<file path="config.mk">
export PLATFORM = sky130hd
export DESIGN_NAME = xcap_chain_walker
export DESIGN_NICKNAME = d
export VERILOG_FILES = /design/src/rtl/xcw_pkg.sv /design/src/rtl/xcw_offset_range.sv /design/src/rtl/xcw_append_check.sv /design/src/rtl/xcw_step_guard.sv /design/src/rtl/xcap_chain_walker.sv
export SDC_FILE = /design/constraint.sdc
export NUM_CORES = 1
export LEC_CHECK = 0
export ABC_AREA = 1
export BUFFER_PORTS_ARGS = -buffer_cell sky130_fd_sc_hd__buf_2
export CAP_MARGIN = 5
export CORE_MARGIN = 8
export CORE_UTILIZATION = 59
export DETAILED_ROUTE_END_ITERATION = 8
export PLACE_DENSITY_LB_ADDON = 0.15
export REMOVE_ABC_BUFFERS = 1
export SYNTH_ARGS = -nofsm -noshare
export SYNTH_HDL_FRONTEND = slang
export SYNTH_HIERARCHICAL = 1
export SYNTH_SLANG_ARGS = --single-unit
</file>
<file path="constraint.sdc">
create_clock -name clk -period 3 [get_ports clk]
set_input_delay 0.15 -clock clk [delete_from_list [all_inputs] [get_ports clk]]
set_output_delay 0.15 -clock clk [all_outputs]
set_load 0.1 [all_outputs]
</file>
<file path="src/rtl/xcw_pkg.sv">
package xcw_pkg;
  localparam int HDR_ID_LSB  = 0;
  localparam int HDR_ID_W    = 16;
  localparam int HDR_VER_LSB = 16;
  localparam int HDR_VER_W   = 4;
  localparam int HDR_NXT_LSB = 20;
  localparam int HDR_NXT_W   = 12;
  localparam int OFF_W       = HDR_NXT_W;

  typedef enum logic [1:0] {
    XS_OK      = 2'd0,
    XS_RANGE   = 2'd1,
    XS_LOOP    = 2'd2,
    XS_REFUSED = 2'd3
  } xcw_status_e;

  typedef enum logic [2:0] {
    S_IDLE, S_READ, S_WAIT, S_LINK, S_NEWHDR, S_FIN
  } xcw_state_e;

  function automatic logic [31:0] xcw_make_hdr(logic [HDR_ID_W-1:0] id,
                                              logic [HDR_VER_W-1:0] ver,
                                              logic [HDR_NXT_W-1:0] nxt);
    return {nxt, ver, id};
  endfunction
endpackage

</file>
<file path="src/rtl/xcw_offset_range.sv">
module xcw_offset_range #(
  parameter int SPACE_BYTES = 4096,
  parameter int LIST_BASE   = 256,
  parameter int OW          = 12
) (
  input  logic [OW-1:0] off,
  output logic          in_range
);
  localparam int HI_OFF = SPACE_BYTES - 8;
  assign in_range = (int'(off) >= LIST_BASE) && (int'(off) <= HI_OFF);
endmodule

</file>
<file path="src/rtl/xcw_append_check.sv">
module xcw_append_check #(
  parameter int SPACE_BYTES = 4096,
  parameter int LIST_BASE   = 256,
  parameter int OW          = 12
) (
  input  logic [OW-1:0] off,
  input  logic [OW:0]   size,
  output logic          ok
);
  localparam int MIN_SIZE = 8;
  logic aligned, above_base, big_enough, fits;
  assign aligned    = (off[1:0] == 2'b00);
  assign above_base = int'(off) >= LIST_BASE;
  assign big_enough = int'(size) >= MIN_SIZE;
  assign fits       = (int'(off) + int'(size)) <= SPACE_BYTES;
  assign ok = aligned && above_base && big_enough && fits;
endmodule

</file>
<file path="src/rtl/xcw_step_guard.sv">
module xcw_step_guard #(
  parameter int STEP_LIMIT = 1024
) (
  input  logic clk,
  input  logic rst_n,
  input  logic clear,
  input  logic bump,
  output logic last
);
  localparam int CW = $clog2(STEP_LIMIT + 1);
  logic [CW-1:0] cnt;

  always_ff @(posedge clk or negedge rst_n) begin
    if (!rst_n)     cnt <= '0;
    else if (clear) cnt <= '0;
    else if (bump)  cnt <= cnt + 1'b1;
  end

  assign last = (cnt == CW'(STEP_LIMIT - 1));
endmodule

</file>
<file path="src/rtl/xcap_chain_walker.sv">
module xcap_chain_walker
  import xcw_pkg::*;
#(
  parameter int SPACE_BYTES = 4096,
  parameter int LIST_BASE   = 256,
  parameter int STEP_LIMIT  = 1024,
  localparam int WA_W       = $clog2(SPACE_BYTES) - 2
) (
  input  logic              clk,
  input  logic              rst_n,
  input  logic              cmd_valid,
  output logic              cmd_ready,
  input  logic              cmd_append,
  input  logic [15:0]       cmd_id,
  input  logic [3:0]        cmd_ver,
  input  logic [OFF_W-1:0]  cmd_offset,
  input  logic [OFF_W:0]    cmd_size,
  output logic              done,
  output logic [OFF_W-1:0]  res_match,
  output logic [OFF_W-1:0]  res_prev,
  output logic [1:0]        res_status,
  output logic              rd_en,
  output logic [WA_W-1:0]   rd_addr,
  input  logic [31:0]       rd_data,
  output logic              wr_en,
  output logic [WA_W-1:0]   wr_addr,
  output logic [31:0]       wr_data
);
  localparam logic [OFF_W-1:0] BASE_OFF = OFF_W'(LIST_BASE);

  xcw_state_e st;
  logic              op_app;
  logic [15:0]       id_q;
  logic [3:0]        ver_q;
  logic [OFF_W-1:0]  off_q, cur, prev;
  logic [HDR_NXT_LSB-1:0] tail_low;

  logic              app_ok, nxt_ok, last_step;
  logic              is_empty, is_hit, is_end, app_at_base, advance;
  logic [OFF_W-1:0]  nxt_off;

  xcw_append_check #(.SPACE_BYTES(SPACE_BYTES), .LIST_BASE(LIST_BASE), .OW(OFF_W))
    u_app_chk (.off(cmd_offset), .size(cmd_size), .ok(app_ok));

  xcw_offset_range #(.SPACE_BYTES(SPACE_BYTES), .LIST_BASE(LIST_BASE), .OW(OFF_W))
    u_rng (.off(nxt_off), .in_range(nxt_ok));

  xcw_step_guard #(.STEP_LIMIT(STEP_LIMIT))
    u_guard (.clk(clk), .rst_n(rst_n), .clear(st == S_IDLE), .bump(advance), .last(last_step));

  // Header decode of the word returned for the current offset.
  always_comb begin
    nxt_off     = {rd_data[HDR_NXT_LSB + HDR_NXT_W - 1 : HDR_NXT_LSB + 2], 2'b00};
    is_empty    = (cur == BASE_OFF) && (rd_data == 32'h0);
    app_at_base = op_app && (off_q == BASE_OFF);
    is_hit      = !op_app && (rd_data[HDR_ID_LSB +: HDR_ID_W] == id_q);
    is_end      = (nxt_off == '0);
    advance     = (st == S_WAIT) && !is_empty && !app_at_base && !is_hit &&
                  !is_end && nxt_ok && !last_step;
  end

  always_ff @(posedge clk or negedge rst_n) begin
    if (!rst_n) begin
      st         <= S_IDLE;
      op_app     <= 1'b0;
      id_q       <= '0;
      ver_q      <= '0;
      off_q      <= '0;
      cur        <= '0;
      prev       <= '0;
      tail_low   <= '0;
      res_match  <= '0;
      res_prev   <= '0;
      res_status <= XS_OK;
    end else begin
      case (st)
        S_IDLE: if (cmd_valid) begin
          op_app <= cmd_append;
          id_q   <= cmd_id;
          ver_q  <= cmd_ver;
          off_q  <= cmd_offset;
          cur    <= BASE_OFF;
          prev   <= '0;
          if (cmd_append && !app_ok) begin
            res_match  <= '0;
            res_prev   <= '0;
            res_status <= XS_REFUSED;
            st         <= S_FIN;
          end else begin
            st <= S_READ;
          end
        end
        S_READ: st <= S_WAIT;
        S_WAIT: begin
          if (is_empty) begin
            res_match <= '0;
            res_prev  <= '0;
            if (app_at_base) begin
              st <= S_NEWHDR;
            end else begin
              res_status <= op_app ? XS_REFUSED : XS_OK;
              st         <= S_FIN;
            end
          end else if (app_at_base) begin
            res_match  <= '0;
            res_prev   <= '0;
            res_status <= XS_REFUSED;
            st         <= S_FIN;
          end else if (is_hit) begin
            res_match  <= cur;
            res_prev   <= prev;
            res_status <= XS_OK;
            st         <= S_FIN;
          end else if (is_end) begin
            res_match <= '0;
            res_prev  <= cur;
            if (op_app) begin
              tail_low <= rd_data[HDR_NXT_LSB-1:0];
              st       <= S_LINK;
            end else begin
              res_status <= XS_OK;
              st         <= S_FIN;
            end
          end else if (!nxt_ok) begin
            res_match  <= '0;
            res_prev   <= '0;
            res_status <= XS_RANGE;
            st         <= S_FIN;
          end else if (last_step) begin
            res_match  <= '0;
            res_prev   <= '0;
            res_status <= XS_LOOP;
            st         <= S_FIN;
          end else begin
            prev <= cur;
            cur  <= nxt_off;
            st   <= S_READ;
          end
        end
        S_LINK: st <= S_NEWHDR;
        S_NEWHDR: begin
          res_match  <= off_q;
          res_status <= XS_OK;
          st         <= S_FIN;
        end
        S_FIN:   st <= S_IDLE;
        default: st <= S_IDLE;
      endcase
    end
  end

  assign cmd_ready = (st == S_IDLE);
  assign done      = (st == S_FIN);
  assign rd_en     = (st == S_READ);
  assign rd_addr   = cur[WA_W+1:2];
  assign wr_en     = (st == S_LINK) || (st == S_NEWHDR);
  assign wr_addr   = (st == S_LINK) ? res_prev[WA_W+1:2] : off_q[WA_W+1:2];
  assign wr_data   = (st == S_LINK) ? {off_q, tail_low}
                                    : xcw_make_hdr(id_q, ver_q, '0);
endmodule

</file>
==> reports/summary.txt, run 1 <==
Outcome - finished with violations
Failing checks - hold timing
DPL Wire Length - 14700 um
Yosys cell types - 45
Startpoint Class - flop
Highest routed layer - met4
Post-synth top flop - dfrtp_1
Reg-to-Reg Start - u_guard/cnt[0]$_DFFE_PN0P_
Pwr dens - 1160 mW/mm2
DRC viols - 0
Die area - 0.0151 mm2
Post-synth ARST share - 100%
Area after DPL - 0.00765 mm2
GRT Residual Overflow - 0
Max incr delay on CP - 0.49 ns
VDD IR max - 1120 uV
First-pass GRT wire length - 30200 um
Hold path cells - 3
Core area - 0.0113 mm2
Mapped cell area - 0.00674 mm2
CTS H-tree depth - 3
CTS tree - yes
Clock skew - 0.00979 ns
Iter 0 DRT Violations - 735
Hold path endpoint - id_q[5]$_DFFE_PN0P_
Met3 WL - 1500 um
HP Class - in -> reg
Post-route antenna net violation count - 0
Largest area contributor in the netlist - dfrtp_1
Worst-path clk slew - 0.08 ns
Pre-CTS setup slack - 0.311 ns
Final GP Congestion - 0.918
Final hold vios - 1
Finished Cell Area - 0.00804 mm2
Layout cell share with drive strength beyond 1 - 21.5%
Relative slew margins - 62.4%
Slew Viols, Final - 0
CP max stage cell - dfrtp_1
EDFF count, synth - 0
CP Max Fanout - 47
Register bit total from synthesis - 111
Total length of routed wires - 18900 um
Antenna violations before repair - 0
Port Buf Inserts - 160
Largest net degree at the start of global routing - 86
Met2 wire length - 8510 um
Hold path start - cmd_id[5]
Mapped Avg Cell Area - 7.13 um2
Ports - 163
Post-Route M1 WL - 8550 um
Vias/cell - 5.32
Vias in the first global route - 6135
Final hold slack - -0.00000244 ns
Setup ws final - 0.433 ns
Total track usage - 25.4%
Clock Latency Late Sink - 0.36 ns
Synth warn - 6
Period utilisation layout - 85.6%
WL/cell - 15.1 um
Root Buffer Master - clkbuf_16
Sequential-to-total area share from yosys stat - 41.2%
Pre-Repair DR Iteration Count - 5
Setup Total Neg Slack - 0 ns
Worst Path Required - 2.85 ns
Fin crit period - 2.57 ns
FF-to-FF path depth - 11
Placed cells - 1230
Initial Util - 59.8%
Crit Reg-Reg Endpoint - u_guard/cnt[3]$_DFFE_PN0P_
Setup crit end kind - primary output
Leakage Power - 4.46 nW
Post-Synthesis Cells - 945
Top post-synthesis cells by area - dfrtp_1 41%, nand2_1 16%, inv_1 6.6%
Crit Path Class - reg -> out
Inserted Diodes - 0
CTS Buffer Depth - 2
Fill count - 987
Fmax - 390 MHz
DIE HEIGHT - 123 um
FP Rows - 39
Max_cap viols - 0
Endpoints failing setup - 0
Layout Cells excl Fill - 1253
Die X - 123 um
R2R setup slack - 0.64 ns
CP cell instances - nand3_2 > buf_12 > a21oi_1 > buf_2
RSZ-0062 raised after global routing - false
Nets - 1201
Post-CTS setup buffer count - 0
Share of the synthesized area in the top cell type - 41.2%
CTS Buf Count - 9
Worst Max-Slew Pin Slew - 0.563 ns
# clock sinks - 111
CP arrival - 2.42 ns
Area grow syn2layout - 19.2%
Vias - 6669
[repair_timing]
action,4_1_cts,5_1_grt
endpoints found under the hold margin,33,0
gates resized for setup,0,0
hold buffers,8,0
[area by class of cell]
cell class | count | area, um2 | share of cell area [%]
Tap cell | 143 | 179 | 2.23
Timing Repair Buffer | 176 | 968 | 12.1
Clock buffer | 9 | 225 | 2.80
Clock inverter | 6 | 78.8 | 0.981
Inverter | 129 | 485 | 6.04
Multi-Input combinational cell | 679 | 3320 | 41.3
Sequential cell | 111 | 2780 | 34.6
[flip-flops by register name, summed over array words and instances, names as in the netlist]
name / flops
cur: 10
id_q: 16
off_q: 12
op_app: 1
prev: 10
res_match: 12
res_prev: 10
res_status: 2
st: 3
tail_low: 20
u_guard/cnt: 11
ver_q: 4
[synth_stat cells (all sizes together) (2+ instances only)]
cell type	number
o22ai	11
and2	2
clkinv	2
or2	2
clkbuf	7
nand3	55
o21ai	76
ha	13
nand4	17
nor3	8
mux2	3
inv	127
nand2	291
a31oi	3
a21oi	43
nand3b	2
nor4	2
a22oi	10
xnor2	3
dfrtp	111
o21bai	3
buf	22
nor2	127
[worst max-delay path by stage]
stage	from	endpoint	cells after the start
floorplan	st[1]$_DFFE_PN0N_	wr_data[16]	2
global placement	cmd_offset[0]	res_status[1]$_DFFE_PN0P_	18
detailed placement	cmd_offset[0]	res_status[1]$_DFFE_PN0P_	18
CTS	st[1]$_DFFE_PN0N_	wr_data[18]	4
global route	st[1]$_DFFE_PN0N_	wr_data[15]	4
finish	st[1]$_DFFE_PN0N_	wr_data[15]	4
[layout by cell type, fill, tap and decap left out, drive strengths merged, types with 2 or more instances in the layout]
cell,Yosys,layout
nand2,291,291
buf,22,168
inv,127,130
nor2,127,127
dfrtp,111,111
o21ai,76,76
nand3,55,55
a21oi,43,43
nand4,17,17
ha,13,13
o22ai,11,11
a22oi,10,10
clkbuf,7,9
nor3,8,8
dlygate4sd3,0,8
conb,1,4
clkinv,2,4
mux2,3,3
xnor2,3,3
o21bai,3,3
a31oi,3,3
and2,2,2
nand3b,2,2
nor4,2,2
or2,2,2
[worst max-delay path, delay by kind of cell, from the launching register on]
kind,cells,cell delay [ns]
AOI/OAI and AO/OA,1,0.21
buffers and inverters,2,0.84
and+or+nand+nor,1,0.49
DFF,1,0.49
[report_power, final]
group          internal, W  switching [W]
logic             0.000969        0.00486
registers          0.00189       0.000335
clock network     0.000662       0.000581
total              0.00352        0.00578
[metal layers]
layer  vias to the layer above  track usage (%)
met1                      3073             35.7
met2                       247             38.6
met4                         0             8.00
li1                       3321                -
met3                        28             5.20
met5                         -                0
[metrics by stage]
step / util, % / power (W)
after floorplan: - / 0.00694
after global placement: 67.9 / 0.00802
after detailed placement: 67.9 / 0.00806
after CTS: 71.3 / 0.00931
after global routing: 71.3 / 0.00973
final: 71.3 / 0.00930
[cell families (layout without fill, tap and decap cells)]
logic type	after synthesis	in the layout	synth area share (%)
compound gates	148	148	12.2
xor+xnor	3	3	0.390
fa+ha+maj	14	14	2.71
buf+inv	158	320	9.75
flops	111	111	41.2
mux	3	3	0.501
other cells	1	4	0.0556
simple gates	507	507	33.2
Power figures use the tool's default switching activity.
==> run 2, diff against run 1 <==
Settings changed: BUFFER_PORTS_ARGS -buffer_cell sky130_fd_sc_hd__buf_2 to -buffer_cell sky130_fd_sc_hd__clkbuf_2.
==> reports/summary.txt, run 2 (synthesis results as in run 1) <==
Fmax - 378 MHz (-3.0%)
Core area - 0.0113 mm2 (unchanged)
Vias - 6711 (+0.63%)
Initial Util - 59.8% (unchanged)
CP Max Fanout - 45 (-4.3%)
Total length of routed wires - 19200 um (+1.3%)
Worst Max-Slew Pin Slew - 0.602 ns (+0.0389 ns)
Pwr dens - 1170 mW/mm2 (+0.80%)
Worst Path Required - 2.85 ns (about the same)
Max incr delay on CP - 0.49 ns (about the same)
Final core utilization - 71.0% (-0.27 points)
Total track usage - 25.7% (+0.24 points)
HP Class - in -> reg
Largest registers - tail_low x20, id_q x16
Layout cell share with drive strength beyond 1 - 21.7% (+0.13 points)
Fin crit period - 2.65 ns (+0.0785 ns)
Max_cap viols - 0 (unchanged)
Worst Path Buf+Inv - 3 (+1)
GRT Max-Usage Layer - met2
Iter 0 DRT Violations - 488 (-34%)
Vias in the first global route - 6424 (+4.7%)
Die area - 0.0151 mm2 (unchanged)
First-pass GRT wire length - 30800 um (+1.9%)
Outcome - completed
CTS Buf Count - 9 (unchanged)
# clock sinks - 111 (unchanged)
Clock power share - 13.3% (about the same)
Commonest non-fill, non-tap cells in the layout - 281 x nand2_1, 159 x clkbuf_2, 118 x inv_1, 111 x dfrtp_1, 110 x nor2_1
RSZ-0062 raised after global routing - false
Post-route antenna net violation count - 0 (unchanged)
Area after DPL - 0.00766 mm2 (about the same)
Layout Cells excl Fill - 1251 (-0.16%)
Placed cells - 1231 (+0.081%)
Final GP Congestion - 0.870 (-5.2%)
Inserted Diodes - 0 (unchanged)
Largest register FFs - 20 (unchanged)
Finished Cell Area - 0.00801 mm2 (-0.37%)
CTS H-tree depth - 3 (unchanged)
FP Rows - 39 (unchanged)
Switching share of total power - 62.3% (+0.13 points)
CP arrival - 2.50 ns (+0.08 ns)
Largest Register - tail_low
CTS Buffer Depth - 2 (unchanged)
Pre-Repair DR Iteration Count - 6 (+1)
Setup Total Neg Slack - 0 ns (unchanged)
Die X - 123 um (unchanged)
Slew Viols, Final - 0 (unchanged)
Root Buffer Master - clkbuf_16
GR Util met1 - 34.3% (-1.4 points)
Largest net degree at the start of global routing - 96 (+12%)
Endpoints failing setup - 0 (unchanged)
Most common cell after layout, fill and taps aside - nand2_1
Startpoint Class - flop
DIE HEIGHT - 123 um (unchanged)
Sw Pwr - 0.00581 W (+0.64%)
Crit Path Class - reg -> out
Port Buf Inserts - 160 (unchanged)
Internal - 0.00352 W (about the same)
M3 GR Usage - 6.58% (+1.4 points)
Final hold vios - 0 (-1)
VDD IR max - 1160 uV (+3.1%)
R2R setup slack - 0.64 ns (about the same)
DRC viols - 0 (unchanged)
CP cell instances - inv_1 > nand3_2 > buf_12 > a21oi_1 > clkbuf_2
Flop pwr share - 24.0% (about the same)
Cts repair resizes - 0 (unchanged)
Ports - 163 (unchanged)
Nets - 1198 (-0.25%)
CTS tree - yes
Post-CTS setup buffer count - 0 (unchanged)
Leakage Power - 4.42 nW (-0.80%)
Clock skew - 0.0171 ns (+0.00734 ns)
Antenna violations before repair - 0 (unchanged)
Period utilisation layout - 88.2% (+2.6 points)
GR Layer Usage met2 - 39.6% (+1.0 points)
Area grow syn2layout - 18.8%
Vias/cell - 5.36 (+0.79%)
Largest delay contributor family on the critical path - buffers and inverters
CP max stage cell - nand3_2
WL/cell - 15.3 um (+1.5%)
DPL Wire Length - 14900 um (+1.4%)
GRT Residual Overflow - 0 (unchanged)
Setup crit end kind - primary output
Fill count - 995 (+0.81%)
Clock Latency Late Sink - 0.35 ns (about the same)
Worst-path clk slew - 0.08 ns (about the same)
Relative slew margins - 59.8% (-2.6 points)
Gate power share - 62.7% (about the same)
==> run 2: changes by cell type in the layout (fill, tap and decap cells not counted), moves of 2 or more <==
cell,before,now
buf_2,159,0
clkbuf_2,0,159
dlygate4sd3_1,8,4
inv_8,2,0
==> run 2: what timing repair did <==
action                                  in CTS  in global routing
hold buffers                                 4                  0
endpoints found under the setup margin       0                  0
endpoints found under the hold margin       19                  0
==> run 2: final cells by class <==
cell class | count | area (um2) | area share (%)
Inverter | 129 | 485 | 6.06
Tap cell | 143 | 179 | 2.23
Multi-Input combinational cell | 679 | 3320 | 41.5
Clock buffer | 11 | 243 | 3.03
Timing Repair Buffer | 173 | 936 | 11.7
Sequential cell | 111 | 2780 | 34.7
Clock inverter | 5 | 63.8 | 0.797
==> run 2: power by group through the flow <==
stage | clock network [W] | registers [W] | logic [W]
global placement | 0 | 0.00224 | 0.00579
CTS | 0.00125 | 0.00223 | 0.00586
finish | 0.00124 | 0.00224 | 0.00585
global route | 0.00131 | 0.00228 | 0.00619
detailed placement | 0 | 0.00225 | 0.00584
floorplan | 0 | 0.00308 | 0.00386
==> run 2: layer usage <==
metal | vias to the layer above | share of wire (%)
met5 | - | 0
met4 | 0 | 2.7
met3 | 43 | 7.8
met2 | 256 | 45
met1 | 3086 | 44
li1 | 3326 | -
==> run 2: path summary, 6_finish.rpt <==
check	depth (start not counted)	endpoint	startpoint
worst min register to register	2	ver_q[2]$_DFFE_PN0P_	ver_q[2]$_DFFE_PN0P_
worst max-delay path	5	wr_data[14]	st[2]$_DFFE_PN0N_
min in group asynchronous	2	id_q[2]$_DFFE_PN0P_	rst_n
worst min-delay path	3	id_q[11]$_DFFE_PN0P_	cmd_id[11]
max in group asynchronous	3	u_guard/cnt[2]$_DFFE_PN0P_	rst_n
worst max register to register	13	u_guard/cnt[6]$_DFFE_PN0P_	u_guard/cnt[0]$_DFFE_PN0P_
==> run 2: worst min-delay path, cell delays in order <==
cell and delay (ns):
clkbuf_2 0.07, nand2_1 0.04, o21ai_0 0.06
==> run 2: per-stage QoR <==
step	setup slack [ns]	power [W]	hold slack, ns
5_1_grt	0.225	0.00977	0.0121
2_1_floorplan	-1.44	0.00694	-0.146
6_report	0.355	0.00934	0.00813
3_5_place_dp	0.322	0.00809	0.0363
3_3_place_gp	0.357	0.00803	0.0359
4_1_cts	0.373	0.00934	0.00360
==> run 3, diff against run 2 <==
Settings changed: GPL_TIMING_DRIVEN from default to 0.
==> reports/summary.txt, run 3 (synthesis results as in run 1) <==
Post-route antenna net violation count - 0 (unchanged)
Worst Max-Slew Pin Slew - 0.942 ns (+0.340 ns)
Inserted Diodes - 0 (unchanged)
FF-to-FF path depth - 9 (-4)
Post-CTS setup buffer count - 0 (unchanged)
DRC viols - 0 (unchanged)
Ports - 163 (unchanged)
CP arrival - 2.57 ns (+0.07 ns)
Hold path endpoint - id_q[6]$_DFFE_PN0P_
Die area - 0.0151 mm2 (unchanged)
Clock Latency Late Sink - 0.36 ns (about the same)
DIE HEIGHT - 123 um (unchanged)
CP Max Fanout - 13 (-71%)
Fill count - 984 (-1.1%)
Largest register FFs - 20 (unchanged)
Largest Register - tail_low
Pwr dens - 1160 mW/mm2 (-0.79%)
VDD IR max - 1120 uV (-3.4%)
Iter 0 DRT Violations - 778 (+59%)
Core area - 0.0113 mm2 (unchanged)
Largest registers - tail_low x20, id_q x16
Reg-to-Reg Start - st[0]$_DFFE_PN0N_
Root Buffer Master - clkbuf_16
Commonest non-fill, non-tap cells in the layout - 281 x nand2_1, 159 x clkbuf_2, 118 x inv_1, 111 x dfrtp_1, 110 x nor2_1
Hold path cells - 3 (unchanged)
Fin crit period - 2.72 ns (+0.0724 ns)
Vias/cell - 5.35 (-0.26%)
Clock skew - 0.00926 ns (-0.00787 ns)
WL/cell - 15.5 um (+0.97%)
Final GP Congestion - 0.933 (+7.3%)
Startpoint Class - flop
Period utilisation layout - 90.6% (+2.4 points)
First-pass GRT wire length - 31100 um (+0.76%)
Largest net degree at the start of global routing - 112 (+17%)
FP Rows - 39 (unchanged)
Antenna violations before repair - 0 (unchanged)
Final hold vios - 0 (unchanged)
Total track usage - 26.2% (+0.56 points)
Hold path start - cmd_id[6]
Relative slew margins - 37.0% (-23 points)
Worst-path clk slew - 0.08 ns (about the same)
Total length of routed wires - 19500 um (+1.4%)
Vias in the first global route - 6350 (-1.2%)
Setup ws final - 0.282 ns (-0.0724 ns)
Crit Reg-Reg Endpoint - cur[5]$_DFFE_PN0P_
Worst Path Required - 2.85 ns (about the same)
CTS Buffer Depth - 2 (unchanged)
Setup Total Neg Slack - 0 ns (unchanged)
CTS Buf Count - 9 (unchanged)
Endpoints failing setup - 0 (unchanged)
DPL Wire Length - 14200 um (-4.5%)
Pre-Repair DR Iteration Count - 5 (-1)
Vias - 6720 (+0.13%)
Crit Path Class - reg -> out
Most common cell after layout, fill and taps aside - nand2_1
Pre-CTS setup slack - 0.0122 ns (-0.310 ns)
Initial Util - 59.8% (unchanged)
Fmax - 368 MHz (-2.7%)
Leakage Power - 4.44 nW (+0.26%)
GRT Residual Overflow - 0 (unchanged)
CTS H-tree depth - 3 (unchanged)
# clock sinks - 111 (unchanged)
HP Class - in -> reg
RSZ-0062 raised after global routing - false
Die X - 123 um (unchanged)
Port Buf Inserts - 160 (unchanged)
Max_cap viols - 0 (unchanged)
Outcome - completed
Area grow syn2layout - 19.8%
Nets - 1203 (+0.42%)
Layout cell share with drive strength beyond 1 - 21.0% (-0.64 points)
Slew Viols, Final - 0 (unchanged)
R2R setup slack - 0.30 ns (-0.34 ns)
Setup crit end kind - primary output
CTS tree - yes
## run 3: changes by cell type in the layout (fill, tap and decap cells not counted), sizes merged
cell         delta
dlygate4sd3    +12
buf             -9
clkinv          -1
clkinvlp        +1
inv             +1
nor2            +1
## run 3: worst max-delay path by stage
stage | start | end | slack [ns] | cells past startpoint
after floorplan | st[1]$_DFFE_PN0N_ | wr_data[16] | -1.44 | 2
after global placement | st[1]$_DFFE_PN0N_ | wr_data[8] | -0.83 | 3
after detailed placement | st[0]$_DFFE_PN0N_ | cur[5]$_DFFE_PN0P_ | 0.01 | 9
after CTS | st[1]$_DFFE_PN0N_ | wr_data[19] | 0.29 | 4
after global routing | st[0]$_DFFE_PN0N_ | cur[5]$_DFFE_PN0P_ | 0.08 | 9
final | st[1]$_DFFE_PN0N_ | wr_en | 0.28 | 6
## run 3: repair_timing
| item | CTS | global route |
|---|---|---|
| gates resized for setup | 0 | 0 |
| setup endpoints to repair | 2 | 0 |
| hold buffers | 16 | 0 |
| hold endpoints to repair | 126 | 0 |
## run 3: per-stage QoR
step           hold WS (ns)  cell area [um2]  std cells  utilization (%)  power [W]
6_report            0.00706             8080       1256             71.7    0.00934
5_1_grt              0.0123             8080       1256             71.7    0.00979
4_1_cts             0.00239             8070       1256             71.6    0.00935
3_5_place_dp          0.338             7590       1223             67.4    0.00803
3_3_place_gp          0.350             7560       1222             67.1    0.00799
2_1_floorplan        -0.146             6580        919                -    0.00694
## run 3: routing by layer
layer  wire, um  track usage (%)  share of wire [%]
met2       8890             40.0                 46
met1       8440             35.2                 43
met5          0                0                  0
met3       1680             8.10                8.6
met4        449             7.69                2.3
## run 3: critical path: stages (launching register included)
cell and delay, ns:
dfrtp_1 0.47, nor2_1 0.12, inv_1 0.06, nor2_1 0.71
inv_1 0.20, nand2_1 0.17, clkbuf_2 0.48
## run 3: power by group
group,internal (W),switching [W],total (W)
clock,0.000683,0.000583,0.00127
combinational,0.000944,0.00493,0.00587
sequential,0.00189,0.000319,0.00221
## run 3: final cells by class
class / count / area (um2) / share of cell area [%]
multi-input cells: 680 / 3330 / 41.3
flip-flops and latches: 111 / 2780 / 34.4
repair buffers: 177 / 990 / 12.3
inverters: 129 / 485 / 6.01
clock buffers: 10 / 239 / 2.96
well taps: 143 / 179 / 2.21
clock inverters: 6 / 73.8 / 0.914
